--- config.mk ---
export PLATFORM = sky130hd
export DESIGN_NAME = retire_queue
export DESIGN_NICKNAME = d
export VERILOG_FILES = /design/src/rtl/retire_pkg.sv /design/src/rtl/retire_ptrs.sv /design/src/rtl/retire_entries.sv /design/src/rtl/retire_lookup.sv /design/src/rtl/retire_queue.sv
export SDC_FILE = /design/constraint.sdc
export NUM_CORES = 1
export LEC_CHECK = 0
export ABC_CLOCK_PERIOD_IN_PS = 6300
export BUFFER_PORTS_ARGS = -buffer_cell sky130_fd_sc_hd__buf_4
export CAP_MARGIN = 20
export CORE_UTILIZATION = 62
export CTS_CLUSTER_DIAMETER = 50
export CTS_CLUSTER_SIZE = 16
export DETAILED_ROUTE_END_ITERATION = 10
export PLACE_DENSITY = 0.82
export RECOVER_POWER = 50
export SYNTH_ARGS = -nofsm -noshare
export SYNTH_HDL_FRONTEND = slang
export SYNTH_SLANG_ARGS = --single-unit
--- constraint.sdc ---
create_clock -name clk -period 6.3 [get_ports clk]
set_input_delay 0.315 -clock clk [delete_from_list [all_inputs] [get_ports clk]]
set_output_delay 0.315 -clock clk [all_outputs]
set_load 0.05 [all_outputs]
--- src/rtl/retire_pkg.sv ---
// Shared definitions for the reorder buffer.
// Assumes: used only by the retire_* modules.
package retire_pkg;
    // Kind of an in-flight instruction, decided at allocation.
    typedef enum logic [1:0] {
        KIND_REG    = 2'd0,
        KIND_STORE  = 2'd1,
        KIND_BRANCH = 2'd2
    } kind_e;
endpackage

--- src/rtl/retire_ptrs.sv ---
// Head/tail/occupancy control of the circular buffer.
// Assumes: push is never asserted when full; pop only when occupied;
// flush wins over push and pop and returns both pointers to slot 0.
module retire_ptrs #(
    parameter int DEPTH = 8,
    parameter int IDX_W = 3,
    parameter int CNT_W = 4
) (
    input  logic             clk,
    input  logic             rst_n,
    input  logic             push,
    input  logic             pop,
    input  logic             flush,
    output logic [IDX_W-1:0] head,
    output logic [IDX_W-1:0] tail,
    output logic [CNT_W-1:0] occ,
    output logic             full
);
    logic [IDX_W-1:0] head_nx;
    logic [IDX_W-1:0] tail_nx;

    // Wrapping increments that also work for a depth that is not a power of two.
    assign head_nx = (head == IDX_W'(DEPTH - 1)) ? '0 : head + 1'b1;
    assign tail_nx = (tail == IDX_W'(DEPTH - 1)) ? '0 : tail + 1'b1;
    assign full    = (occ == CNT_W'(DEPTH));

    // Advance the pointers and track the occupancy.
    always_ff @(posedge clk) begin
        if (!rst_n || flush) begin
            head <= '0;
            tail <= '0;
            occ  <= '0;
        end else begin
            if (push) tail <= tail_nx;
            if (pop)  head <= head_nx;
            case ({push, pop})
                2'b10:   occ <= occ + 1'b1;
                2'b01:   occ <= occ - 1'b1;
                default: occ <= occ;
            endcase
        end
    end
endmodule

--- src/rtl/retire_entries.sv ---
// Slot storage: per-slot occupied/done/mispredict bits, kind, destination
// and result. Assumes push targets a free slot and pop the head slot.
module retire_entries
    import retire_pkg::*;
#(
    parameter int DEPTH  = 8,
    parameter int IDX_W  = 3,
    parameter int AREG_W = 5,
    parameter int DATA_W = 32
) (
    input  logic                         clk,
    input  logic                         rst_n,
    input  logic                         push,
    input  logic [IDX_W-1:0]             tail,
    input  kind_e                        push_kind,
    input  logic [AREG_W-1:0]            push_dest,
    input  logic                         pop,
    input  logic [IDX_W-1:0]             head,
    input  logic                         flush,
    input  logic                         cmp_valid,
    input  logic [IDX_W-1:0]             cmp_tag,
    input  logic [DATA_W-1:0]            cmp_value,
    input  logic                         cmp_mis,
    output logic [DEPTH-1:0]             e_valid,
    output logic [DEPTH-1:0]             e_done,
    output logic [DEPTH-1:0]             e_mis,
    output kind_e [DEPTH-1:0]            e_kind,
    output logic [DEPTH-1:0][AREG_W-1:0] e_dest,
    output logic [DEPTH-1:0][DATA_W-1:0] e_value
);
    // Per-slot update: flush clears all; otherwise retire, complete, allocate.
    always_ff @(posedge clk) begin
        if (!rst_n) begin
            e_valid <= '0;
            e_done  <= '0;
            e_mis   <= '0;
            e_kind  <= {DEPTH{KIND_REG}};
            e_dest  <= '0;
            e_value <= '0;
        end else if (flush) begin
            e_valid <= '0;
            e_done  <= '0;
            e_mis   <= '0;
        end else begin
            for (int i = 0; i < DEPTH; i++) begin
                if (pop && head == IDX_W'(i)) begin
                    e_valid[i] <= 1'b0;
                    e_done[i]  <= 1'b0;
                end
                if (cmp_valid && cmp_tag == IDX_W'(i) && e_valid[i]) begin
                    e_value[i] <= cmp_value;
                    e_done[i]  <= 1'b1;
                    e_mis[i]   <= cmp_mis;
                end
                if (push && tail == IDX_W'(i)) begin
                    e_valid[i] <= 1'b1;
                    e_done[i]  <= 1'b0;
                    e_mis[i]   <= 1'b0;
                    e_kind[i]  <= push_kind;
                    e_dest[i]  <= push_dest;
                    e_value[i] <= '0;
                end
            end
        end
    end
endmodule

--- src/rtl/retire_lookup.sv ---
// One operand lookup port: finds the youngest occupied register-writing
// slot whose destination matches. Assumes occupied slots are contiguous
// from head, so walking from head visits them oldest to youngest.
module retire_lookup
    import retire_pkg::*;
#(
    parameter int DEPTH  = 8,
    parameter int IDX_W  = 3,
    parameter int AREG_W = 5,
    parameter int DATA_W = 32
) (
    input  logic [IDX_W-1:0]             head,
    input  logic [DEPTH-1:0]             e_valid,
    input  logic [DEPTH-1:0]             e_done,
    input  kind_e [DEPTH-1:0]            e_kind,
    input  logic [DEPTH-1:0][AREG_W-1:0] e_dest,
    input  logic [DEPTH-1:0][DATA_W-1:0] e_value,
    input  logic [AREG_W-1:0]            src,
    output logic                         hit,
    output logic                         done,
    output logic [IDX_W-1:0]             tag,
    output logic [DATA_W-1:0]            value
);
    logic [IDX_W-1:0] pos;

    // Age-ordered walk; a younger match overrides an older one.
    always_comb begin
        hit = 1'b0;
        tag = '0;
        pos = '0;
        for (int k = 0; k < DEPTH; k++) begin
            pos = IDX_W'((int'(head) + k) % DEPTH);
            if (e_valid[pos] && e_kind[pos] == KIND_REG && e_dest[pos] == src) begin
                hit = 1'b1;
                tag = pos;
            end
        end
    end

    // Forward the producer's result once it has completed.
    always_comb begin
        done  = hit && e_done[tag];
        value = e_value[tag];
    end
endmodule

--- src/rtl/retire_queue.sv ---
// Reorder buffer top: in-order allocation, tagged completion, operand
// lookup and in-order retirement with flush on a mispredicted branch.
// Assumes: at most one allocation, one completion and one retirement per
// cycle; DEPTH >= 2.
module retire_queue
    import retire_pkg::*;
#(
    parameter int DEPTH   = 8,
    parameter int AREG_W  = 5,
    parameter int DATA_W  = 32,
    parameter int NUM_SRC = 2,
    localparam int IDX_W  = $clog2(DEPTH)
) (
    input  logic                          clk,
    input  logic                          rst_n,
    input  logic                          alloc_valid,
    input  logic [AREG_W-1:0]             alloc_dest,
    input  logic                          alloc_is_store,
    input  logic                          alloc_is_branch,
    output logic                          alloc_ready,
    output logic [IDX_W-1:0]              alloc_tag,
    input  logic                          done_valid,
    input  logic [IDX_W-1:0]              done_tag,
    input  logic [DATA_W-1:0]             done_value,
    input  logic                          done_mispredict,
    input  logic [NUM_SRC-1:0][AREG_W-1:0] src_reg,
    output logic [NUM_SRC-1:0]            src_hit,
    output logic [NUM_SRC-1:0]            src_done,
    output logic [NUM_SRC-1:0][IDX_W-1:0] src_tag,
    output logic [NUM_SRC-1:0][DATA_W-1:0] src_value,
    output logic                          retire_valid,
    output logic                          retire_reg_we,
    output logic [AREG_W-1:0]             retire_reg_idx,
    output logic [DATA_W-1:0]             retire_value,
    output logic                          retire_store,
    output logic                          retire_flush
);
    localparam int CNT_W = $clog2(DEPTH + 1);

    logic [IDX_W-1:0]             head;
    logic [IDX_W-1:0]             tail;
    logic [CNT_W-1:0]             occ;
    logic                         full;
    logic                         push;
    kind_e                        alloc_kind;
    logic [DEPTH-1:0]             e_valid;
    logic [DEPTH-1:0]             e_done;
    logic [DEPTH-1:0]             e_mis;
    kind_e [DEPTH-1:0]            e_kind;
    logic [DEPTH-1:0][AREG_W-1:0] e_dest;
    logic [DEPTH-1:0][DATA_W-1:0] e_value;
    kind_e                        head_kind;

    // Kind decode: the branch flag takes precedence over the store flag.
    always_comb begin
        if (alloc_is_branch)     alloc_kind = KIND_BRANCH;
        else if (alloc_is_store) alloc_kind = KIND_STORE;
        else                     alloc_kind = KIND_REG;
    end

    // Retirement decision from the oldest slot.
    always_comb begin
        head_kind      = e_kind[head];
        retire_valid   = e_valid[head] && e_done[head];
        retire_flush   = retire_valid && head_kind == KIND_BRANCH && e_mis[head];
        retire_reg_we  = retire_valid && head_kind == KIND_REG;
        retire_store   = retire_valid && head_kind == KIND_STORE;
        retire_reg_idx = e_dest[head];
        retire_value   = e_value[head];
    end

    // Allocation handshake: refused when full or while flushing.
    always_comb begin
        alloc_ready = !full && !retire_flush;
        alloc_tag   = tail;
        push        = alloc_valid && alloc_ready;
    end

    retire_ptrs #(
        .DEPTH(DEPTH), .IDX_W(IDX_W), .CNT_W(CNT_W)
    ) ptrs_i (
        .clk(clk), .rst_n(rst_n), .push(push), .pop(retire_valid),
        .flush(retire_flush), .head(head), .tail(tail), .occ(occ), .full(full)
    );

    retire_entries #(
        .DEPTH(DEPTH), .IDX_W(IDX_W), .AREG_W(AREG_W), .DATA_W(DATA_W)
    ) ents_i (
        .clk(clk), .rst_n(rst_n), .push(push), .tail(tail),
        .push_kind(alloc_kind), .push_dest(alloc_dest),
        .pop(retire_valid), .head(head), .flush(retire_flush),
        .cmp_valid(done_valid), .cmp_tag(done_tag), .cmp_value(done_value),
        .cmp_mis(done_mispredict),
        .e_valid(e_valid), .e_done(e_done), .e_mis(e_mis), .e_kind(e_kind),
        .e_dest(e_dest), .e_value(e_value)
    );

    for (genvar p = 0; p < NUM_SRC; p++) begin : g_src
        retire_lookup #(
            .DEPTH(DEPTH), .IDX_W(IDX_W), .AREG_W(AREG_W), .DATA_W(DATA_W)
        ) look_i (
            .head(head), .e_valid(e_valid), .e_done(e_done), .e_kind(e_kind),
            .e_dest(e_dest), .e_value(e_value), .src(src_reg[p]),
            .hit(src_hit[p]), .done(src_done[p]), .tag(src_tag[p]),
            .value(src_value[p])
        );
    end
endmodule

==> results.tsv <==
metric	value	unit
routed_wl	88.1	mm
power.density	187	mW/mm2
io_buffers	175	
coreArea	0.0388	mm2
power_frac_comb	8.8	%
synth_top_area_share	28.2	%
first_pass_iters	11	
fmax	0.161	GHz
finalSetupViolCount	0	
min_period_over_period	98.4	%
p_sw	1420	uW
leakagePower	0.0106	uW
tritoncts	built	
die_h	201	um
drc	1	
critPathMaxFanout	110	
synth_area_leaders	dfxtp_1 28%, mux2i_1 14%, mux4_2 12%	
clock_tree.root_cell	clkbuf_16	
violations	design-rule violations, max-capacitance violations, max-slew violations	
critical_path_required	5980	ps
hold_class	input port to flop	
num_rows	72	
slew_headroom	-7.98	%
drv_cap	1	
status	complete, but fails checks	
p_clk_share	47.5	%
synth_cell_types	95	
htreeDepth	2	
cts_hold_buf	0	
switching_share	27.8	%
seqPwrFrac	43.7	%
grt_pass1_vias	23708	
synth.net_count	2944	
cts_buffers	40	
avgSynthCellArea	8.55	um2
antenna_found_initial	2	
area_growth	11.0	%
gr-total-overflow	0	
slew_viol_final	33	
via_count	24041	
synth.largest_area_cell	dfxtp_1	
finalClockSkew	24.8	ps
start_util	63.2	%
start_kind	flop	
viasPerCell	6.99	
ys_ff_latch	346	
die_x	201	um
layoutNonFillerInstCount	3440	
drt-initial-drc-count	3080	
worst_pin_slew	1620	ps
dp.cells	3343	
synth_area	0.0245	mm2
max-clock-path-buffers	3	
fin_nets	2966	
finalCriticalPeriod	6200	ps
dpl_worst_slack	394	ps
insertion_delay	590	ps
detail-route-antenna-nets	0	
grt_max_degree	130	
ys.warnings.count	0	
setup_tns	0	ps
synthArstFlopShare	0	%
crit_arrival	5880	ps
design_power_total	5100	uW
synth_cells	2870	
hpwlAfterDp	55.2	mm
fin_hold_ws	20.5	ps
gp_congestion	1.04	
wire_per_inst	25.6	um
drive_gt1_share	18.7	%
cts.clk_slew.worst_paths	70	ps
ys.flop_type	dfxtp_1	
synth-edff-count	0	
grt.total_usage	42.8	%
ios	176	
p_int	3680	uW
cts_sinks	346	
hold_viol	0	
dieArea	0.0404	mm2
peakVddDrop	0.234	mV
fin_ws	104	ps
worstSetupPathType	flop to primary output	
endpoint_kind	primary output	
grt_pass1_wl	135	mm
ys_seq_area_share	28.2	%
[final timing paths]
path	start	cells after the start	slack, ps	end
worst max-delay path	ptrs_i.head[1]	15	100	src_value[61]
worst min-delay path	done_value[0]	3	20	ents_i.e_value[160]
worst max register to register	ptrs_i.head[1]	9	170	ents_i.e_value[144]
worst min register to register	ents_i.e_value[208]	2	490	ents_i.e_value[208]
[cell type report]
class,count,area (um2)
clock buffers,45,1040
clock inverters,26,302
fillers,2960,11600
inverters,24,93.8
multi-input cells,2228,16200
well taps,518,648
repair buffers,252,1970
diodes,1,2.50
flip-flops and latches,346,6940
[metal layers]
metal / up-vias / wire, um / global-route usage (%)
met5: - / 12 / 0
met4: 2 / 5940 / 27.3
met3: 522 / 12900 / 13.3
met2: 1943 / 37400 / 63.1
met1: 11403 / 31900 / 54.2
li1: 10171 / - / -
[critical path, cell delays in order, from the launching register on]
cell,delay (ps)
dfxtp_4,390
buf_16,530
mux4_2,620
or3_1,370
a21oi_1,460
nand2_1,80
or4_1,660
o21ai_1,230
a211oi_1,120
or3_4,390
o21ai_4,100
buf_4,200
nor2b_4,180
buf_4,440
a211oi_2,210
buf_4,240
[power by group through the flow]
stage               clock (uW)  combinational, uW  sequential (uW)
floorplan                    0                296             2270
global placement             0                424             2270
detailed placement           0                435             2280
CTS                       2410                437             2230
global route              2500                467             2230
finish                    2420                451             2230
[Yosys cell counts, types with 5 or more instances]
| master | number |
|---|---|
| buf_1 | 53 |
| nor2b_1 | 36 |
| nor4_1 | 6 |
| a21oi_1 | 297 |
| xnor2_1 | 63 |
| o21ai_0 | 12 |
| a211oi_1 | 8 |
| nand2_1 | 718 |
| buf_4 | 20 |
| nand4_1 | 7 |
| ha_1 | 16 |
| a211oi_2 | 32 |
| nand3_1 | 65 |
| mux2_2 | 43 |
| clkbuf_1 | 132 |
| inv_1 | 18 |
| nor3_1 | 11 |
| and2_1 | 13 |
| a2111oi_0 | 6 |
| o22ai_1 | 10 |
| or3_1 | 8 |
| xor2_1 | 29 |
| mux2i_1 | 336 |
| mux4_2 | 126 |
| a22o_1 | 98 |
| o31ai_1 | 5 |
| a21boi_0 | 33 |
| dfxtp_1 | 346 |
| or2_2 | 11 |
| buf_6 | 22 |
| buf_2 | 36 |
| and3_1 | 6 |
| nor2_1 | 131 |
| nand2b_1 | 8 |
| nor3b_1 | 8 |
[state kept, by name, indices dropped and copies added, names as in the netlist]
name,count
ents_i.e_value,256
ents_i.e_dest,40
ptrs_i.occ,4
ents_i.e_valid,8
ents_i.e_mis,8
ents_i.e_kind,16
ptrs_i.head,3
ptrs_i.tail,3
ents_i.e_done,8
[cells by family (layout without fill, tap and decap cells)]
kind of cell / after synthesis / after routing / synth area share (%)
buffers and inverters: 298 / 347 / 6.23
AND/OR/NAND/NOR: 1058 / 1060 / 18.5
flip-flops: 346 / 346 / 28.2
AO/OA/AOI/OAI: 546 / 546 / 14.9
XOR/XNOR: 95 / 95 / 3.48
adder cells (fa/ha/maj): 17 / 17 / 0.898
multiplexers: 510 / 510 / 27.7
other: 0 / 1 / 0
[timing repair]
action,4_1_cts,5_1_grt
buffers inserted,0,18
gates cloned,2,0
setup endpoints to repair,60,66
resized for setup,5,7
pin swaps,2,6
[stage by stage]
stage / instance area (um2) / util (%)
after floorplan: 24500 / -
final: 27200 / 70.2
after detailed placement: 25700 / 66.3
after global routing: 27200 / 70.1
after CTS: 27100 / 69.8
after global placement: 25700 / 66.2
[layout by cell type (no fill, tap or decap), types with 10 or more instances in the layout]
cell type	synthesis	routed
nand2_1	718	718
a21boi_0	33	33
xor2_1	29	29
a211oi_2	32	33
nor2b_1	36	35
mux2i_1	336	333
buf_4	20	190
nand3_1	65	65
nor2_1	131	119
inv_1	18	18
clkbuf_16	0	41
ha_1	16	15
and2_1	13	12
mux4_2	126	126
buf_12	4	14
xnor2_1	63	63
o21ai_0	12	12
or2_2	11	10
nor3_1	11	11
mux2_2	43	43
a21oi_1	297	297
a22o_1	98	98
nor2_4	1	13
clkbuf_1	132	47
dfxtp_1	346	343
(Power assumes the default switching activity.)
